===== src/rtl/tapmem_pkg.sv =====
package tapmem_pkg;
  // Strobes from control to datapath, all sampled at the same clock edge.
  typedef struct packed {
    logic wiperFromBus;   // load wiper from bus write data
    logic storeFromBus;   // load backing register from bus write data
    logic wiperFromStore; // recall: load wiper from backing register
  } tapStrobe_t;
endpackage


===== src/rtl/tapmem_ctrl.sv =====
module tapmem_ctrl
  import tapmem_pkg::*;
#(
  parameter int STORE_CYCLES = 250000
) (
  input  logic       clk,
  input  logic       rstN,
  input  logic       supplyOk,
  input  logic       wrEn,
  input  logic       wrSel,
  input  logic       stopSeen,
  output tapStrobe_t strb,
  output logic       busy
);
  localparam int CW = $clog2(STORE_CYCLES + 1);
  localparam logic [CW-1:0] LOAD_VAL = CW'(STORE_CYCLES - 1);

  logic          prevOk;
  logic          armed;
  logic          busyQ;
  logic [CW-1:0] cnt;
  logic          okRise;
  logic          accept;
  logic          startStore;

  assign okRise     = supplyOk & ~prevOk;
  assign accept     = wrEn & ~busyQ;
  assign startStore = stopSeen & armed & ~busyQ;

  always_comb begin
    strb.wiperFromBus   = accept;
    strb.storeFromBus   = accept & wrSel;
    // bus write outranks a recall arriving at the same edge
    strb.wiperFromStore = okRise & ~busyQ & ~accept;
  end

  always_ff @(posedge clk) begin
    if (!rstN) begin
      prevOk <= 1'b0;
    end else begin
      prevOk <= supplyOk;
    end
  end

  always_ff @(posedge clk) begin
    if (!rstN) begin
      armed <= 1'b0;
    end else if (startStore) begin
      armed <= 1'b0;
    end else if (accept && wrSel) begin
      armed <= 1'b1;
    end
  end

  always_ff @(posedge clk) begin
    if (!rstN) begin
      busyQ <= 1'b0;
      cnt   <= '0;
    end else if (busyQ) begin
      if (cnt == '0) begin
        busyQ <= 1'b0;
      end else begin
        cnt <= cnt - 1'b1;
      end
    end else if (startStore) begin
      busyQ <= 1'b1;
      cnt   <= LOAD_VAL;
    end
  end

  assign busy = busyQ;

  // a store window opens with the full count loaded
  a_r6_load_full: assert property (@(posedge clk) disable iff (!rstN)
    $rose(busyQ) |-> (cnt == LOAD_VAL));

  // busy cannot end while count remains
  a_r6_hold_busy: assert property (@(posedge clk) disable iff (!rstN)
    (busyQ && cnt != '0) |=> busyQ);

  // busy never rises without a STOP
  a_r6_needs_stop: assert property (@(posedge clk) disable iff (!rstN)
    (!busyQ && !stopSeen) |=> !busyQ);

  // no strobe leaves control during a store window
  a_r7_quiet_strobes: assert property (@(posedge clk) disable iff (!rstN)
    busyQ |-> (strb == '0));
endmodule


===== src/rtl/tapmem_dp.sv =====
module tapmem_dp
  import tapmem_pkg::*;
#(
  parameter int TAP_BITS = 7,
  parameter logic [TAP_BITS-1:0] STORE_INIT = '0
) (
  input  logic                clk,
  input  logic                rstN,
  input  tapStrobe_t          strb,
  input  logic [TAP_BITS-1:0] wrData,
  input  logic                rdSel,
  output logic [TAP_BITS-1:0] wiper,
  output logic [TAP_BITS-1:0] stored,
  output logic [TAP_BITS:0]   rdData
);
  localparam logic [TAP_BITS-1:0] MID_CODE = TAP_BITS'(1) << (TAP_BITS - 1);

  logic [TAP_BITS-1:0] wiperQ;
  logic [TAP_BITS-1:0] storedQ;

  always_ff @(posedge clk) begin
    if (!rstN) begin
      wiperQ <= MID_CODE;
    end else if (strb.wiperFromBus) begin
      wiperQ <= wrData;
    end else if (strb.wiperFromStore) begin
      wiperQ <= storedQ;
    end
  end

  always_ff @(posedge clk) begin
    if (!rstN) begin
      storedQ <= STORE_INIT;
    end else if (strb.storeFromBus) begin
      storedQ <= wrData;
    end
  end

  always_comb begin
    if (rdSel) rdData = {1'b0, storedQ};
    else       rdData = {1'b0, wiperQ};
  end

  assign wiper  = wiperQ;
  assign stored = storedQ;

  // after a backing write both registers agree
  a_r3_both_match: assert property (@(posedge clk) disable iff (!rstN)
    strb.storeFromBus |=> (wiperQ == storedQ));

  // a wiper-only write leaves the backing register alone
  a_r4_store_kept: assert property (@(posedge clk) disable iff (!rstN)
    (strb.wiperFromBus && !strb.storeFromBus) |=> $stable(storedQ));

  // recall copies the backing value
  a_r2_recall_copy: assert property (@(posedge clk) disable iff (!rstN)
    strb.wiperFromStore |=> (wiperQ == $past(storedQ)));
endmodule


===== src/rtl/tapmem_top.sv =====
module tapmem_top
  import tapmem_pkg::*;
#(
  parameter int TAP_BITS = 7,
  parameter int STORE_CYCLES = 250000,
  parameter logic [TAP_BITS-1:0] STORE_INIT = '0
) (
  input  logic                clk,
  input  logic                rstN,
  input  logic                supplyOk,
  input  logic                wrEn,
  input  logic                wrSel,
  input  logic [TAP_BITS:0]   wrData,
  input  logic                stopSeen,
  input  logic                rdSel,
  output logic [TAP_BITS:0]   rdData,
  output logic [TAP_BITS-1:0] wiper,
  output logic                busy
);
  tapStrobe_t          strb;
  logic [TAP_BITS-1:0] storedVal;

  tapmem_ctrl #(.STORE_CYCLES(STORE_CYCLES)) uCtrl (
    .clk      (clk),
    .rstN     (rstN),
    .supplyOk (supplyOk),
    .wrEn     (wrEn),
    .wrSel    (wrSel),
    .stopSeen (stopSeen),
    .strb     (strb),
    .busy     (busy)
  );

  tapmem_dp #(.TAP_BITS(TAP_BITS), .STORE_INIT(STORE_INIT)) uDp (
    .clk    (clk),
    .rstN   (rstN),
    .strb   (strb),
    .wrData (wrData[TAP_BITS-1:0]),
    .rdSel  (rdSel),
    .wiper  (wiper),
    .stored (storedVal),
    .rdData (rdData)
  );

  // a cycle spent busy leaves both registers where they were
  a_r7_frozen: assert property (@(posedge clk) disable iff (!rstN)
    busy |=> ($stable(wiper) && $stable(storedVal)));
endmodule


===== config.mk =====
export PLATFORM = sky130hd
export DESIGN_NAME = tapmem_top
export DESIGN_NICKNAME = d
export VERILOG_FILES = /design/src/rtl/tapmem_pkg.sv /design/src/rtl/tapmem_ctrl.sv /design/src/rtl/tapmem_dp.sv /design/src/rtl/tapmem_top.sv
export SDC_FILE = /design/constraint.sdc
export NUM_CORES = 1
export LEC_CHECK = 0
export BUFFER_PORTS_ARGS = -buffer_cell sky130_fd_sc_hd__buf_2
export CAP_MARGIN = 10
export CORE_UTILIZATION = 30
export DETAILED_ROUTE_END_ITERATION = 7
export PLACE_DENSITY = 0.49
export SYNTH_ARGS = -nofsm -noshare
export SYNTH_HDL_FRONTEND = slang
export SYNTH_SLANG_ARGS = --single-unit

===== constraint.sdc =====
create_clock -name clk -period 2.4 [get_ports clk]
set_input_delay 0.36 -clock clk [delete_from_list [all_inputs] [get_ports clk]]
set_output_delay 0.36 -clock clk [all_outputs]
set_load 0.01 [all_outputs]

==> results.yml <==
cells_and_area:
  utilization: 0.3641
  layout_common_cells: "dfxtp_1 (35), buf_2 (28), nand2_1 (16), a21oi_1 (13), mux2i_1 (13)"
  antennaDiodeCount: 0
  area_delta_synth_final_pct: 16.97
  final_common_cell: "dfxtp_1"
  fin_nets: 250
  drive_gt1_frac: 0.2553
  final.fill_count: 619
setup_path:
  path_cells: "inv_1 > ha_1 > nor4b_4 > nand3_1 > or4_1 > a31oi_1"
  critical_path_class: "flop to flop"
  r2r_end: "uCtrl.cnt[12]"
  cp_data_arrival_time_ns: 2.29
  r2r_setup_slack_ns: 0.33
  slowest_stage: "or4_1"
  required_ns: 2.62
  crit_path_end_kind: "flop"
  crit_fanout: 7
  r2r_cells: 6
  r2r-start: "uCtrl.cnt[0]"
  cp_slowest_stage_delay_ns: 0.46
  start_kind: "flop"
floorplanning:
  fp.dieW_um: 80.38
  dieArea_um2: 6461
  initial_core_util: 0.3113
  coreArea_um2: 5921
  fp.dieH_um: 80.38
  num_rows: 28
  io_pins: 31
yosys:
  netlist_area_um2: 1843
  async_flop_share: 0
  netlist_instances: 208
  synth_edf_count: 0
  ys_seq_elements: 35
  syn_nets: 224
  synth.avg_cell_area_um2: 8.861
  yosysWarnings: 0
  ys_seq_area_frac: 0.3802
  synth.distinct_cells: 44
  yosys_most_used_dff: "dfxtp_1"
grt:
  grt_usage: 0.1470
  grt_pass1_wl_mm: 7.231
  grtUsageMet1: 0.2110
  gr-total-overflow: 0
  gr-usage-met3: 0.03068
  busiest_layer: "met1"
  met2_usage: 0.2102
  grt_pass1_vias: 1458
  antenna_found_initial: 0
  grt_start_max_net_pins: 17
timing:
  max_freq_mhz: 482.0
  hold_violations: 0
  slew-limit-headroom: 0.6254
  layout_min_cycle_time_ns: 2.075
  rsz0062_at_grt: "false"
  finalSetupViolCount: 0
  worst_slew_pin_slew_ns: 0.5541
  fin_skew_ns: 0.004321
  final.period_utilization: 0.8645
  tns_ns: 0
  drv_slew: 0
routing:
  drt_iter0_drc: 66
  dr.pass1.iters: 4
  ant_nets: 0
  wl_mm: 4.400
  wl_per_cell_um: 14.19
  route.detailed.drc: 0
  routed_via_density: 5.303
  num_vias: 1644
placed_design:
  io_buffer_count: 28
  routabilityCongestion: 0.7482
  dpl.hpwl_mm: 3.153
power:
  ir_drop_v: 0.0003059
  p_leak_uw: 0.0008931
  power_density_nw_per_um2: 707.6
clock_network:
  cts_sinks: 35
  cts_resized: 0
  clk_root_buffer_cell: "clkbuf_8"
  clock_latency_ns: 0.29
  cts_buffers: 5
  htree_levels: 2
  cts_tree: "done"
  postCtsSetupBuffers: 0
  holdBufCountCts: 0
  cts.clk_slew.worst_paths_ns: 0.07
  cts_buffer_depth: 2
job:
  cap_violations: 0
min_path:
  min_path_cells: 2
  min_to: "uCtrl.prevOk"
  min_from: "supplyOk"
  hp-class: "primary input to flop"
run_status:
  outcome: "finished clean"
[where the power goes]
group          switching, µW  total, µW  internal [µW]
Combinational            224        377            152
Sequential              41.5        665            624
Clock                    221        483            262
[synth_stat cells (3+ instances only)]
cell type,number,area (µm²)
a211oi_1,12,90.09
a21oi_1,13,65.06
a311oi_1,3,26.28
a31oi_1,4,25.02
and3_1,3,18.77
buf_1,4,15.01
clkbuf_1,7,26.28
dfxtp_1,35,700.7
inv_1,6,22.52
mux2_2,8,90.09
mux2i_1,13,130.1
nand2_1,16,60.06
nand3_1,11,55.05
nor2_1,12,45.04
nor2b_1,3,18.77
nor4_1,5,31.28
o21ai_0,6,30.03
o31ai_1,3,22.52
or3_1,5,31.28
or4_1,5,37.54
[layer usage]
| layer | share of wire | vias to the layer above |
|---|---|---|
| met5 | 0 | - |
| met4 | 0.015 | 0 |
| met3 | 0.027 | 8 |
| met2 | 0.43 | 24 |
| met1 | 0.52 | 773 |
| li1 | - | 839 |
[through the flow]
step           worst slack (ns)  hold slack (ns)  power (µW)  area, µm²  cells
3_5_place_dp             0.3583           0.4661        1058       2056    302
6_report                 0.3251           0.2810        1525       2156    310
2_1_floorplan            0.6511           0.4434       952.9       1843    208
4_1_cts                  0.3242           0.2786        1544       2156    310
5_1_grt                  0.1056           0.2950        1621       2156    310
3_3_place_gp             0.4027           0.4606        1055       2056    302
[worst max-delay path, delay by kind of cell (launching register included)]
family / cells / cell delay [ns]
AND/OR/NAND/NOR: 3 / 1.19
flip-flops: 1 / 0.34
adder cells (fa/ha/maj): 1 / 0.22
AO/OA/AOI/OAI: 1 / 0.18
buffers and inverters: 1 / 0.08
[how the worst max path moves through the flow]
stage                 startpoint       endpoint  slack, ns  cells after the start
floorplan           uCtrl.cnt[0]  uCtrl.cnt[13]       0.65                      7
global placement    uCtrl.cnt[0]  uCtrl.cnt[12]       0.40                      6
detailed placement  uCtrl.cnt[0]  uCtrl.cnt[12]       0.36                      6
CTS                 uCtrl.cnt[0]  uCtrl.cnt[12]       0.32                      6
global route        uCtrl.cnt[0]  uCtrl.cnt[12]       0.11                      6
finish              uCtrl.cnt[0]  uCtrl.cnt[12]       0.33                      6
[flip-flops by register name, summed over array words and instances (netlist names)]
register,count
uDp.stored,7
uDp.wiper,7
uCtrl.prevOk,1
uCtrl.busy,1
uCtrl.armed,1
uCtrl.cnt,18
[logic make-up (layout without fill, tap and decap cells)]
| group | count (synthesis) | count (layout) | share of synthesized area |
|---|---|---|---|
| and+or+nand+nor | 80 | 80 | 0.2661 |
| AOI/OAI and AO/OA | 50 | 50 | 0.1813 |
| DFF | 35 | 35 | 0.3802 |
| muxes | 21 | 21 | 0.1195 |
| buffers and inverters | 20 | 47 | 0.04413 |
| adders and majority gates | 1 | 1 | 0.006788 |
| other | 1 | 1 | 0.002035 |
[cell type report]
cell class / instances / area [µm²] / share of cell area
inverter: 6 / 22.52 / 0.01045
multi-input combinational: 153 / 1061 / 0.4922
tap: 75 / 93.84 / 0.04353
sequential: 35 / 700.7 / 0.3250
clock buffer: 8 / 100.1 / 0.04643
timing repair buffer: 33 / 177.7 / 0.08241
Note: power is estimated with default switching activity, not from simulation.
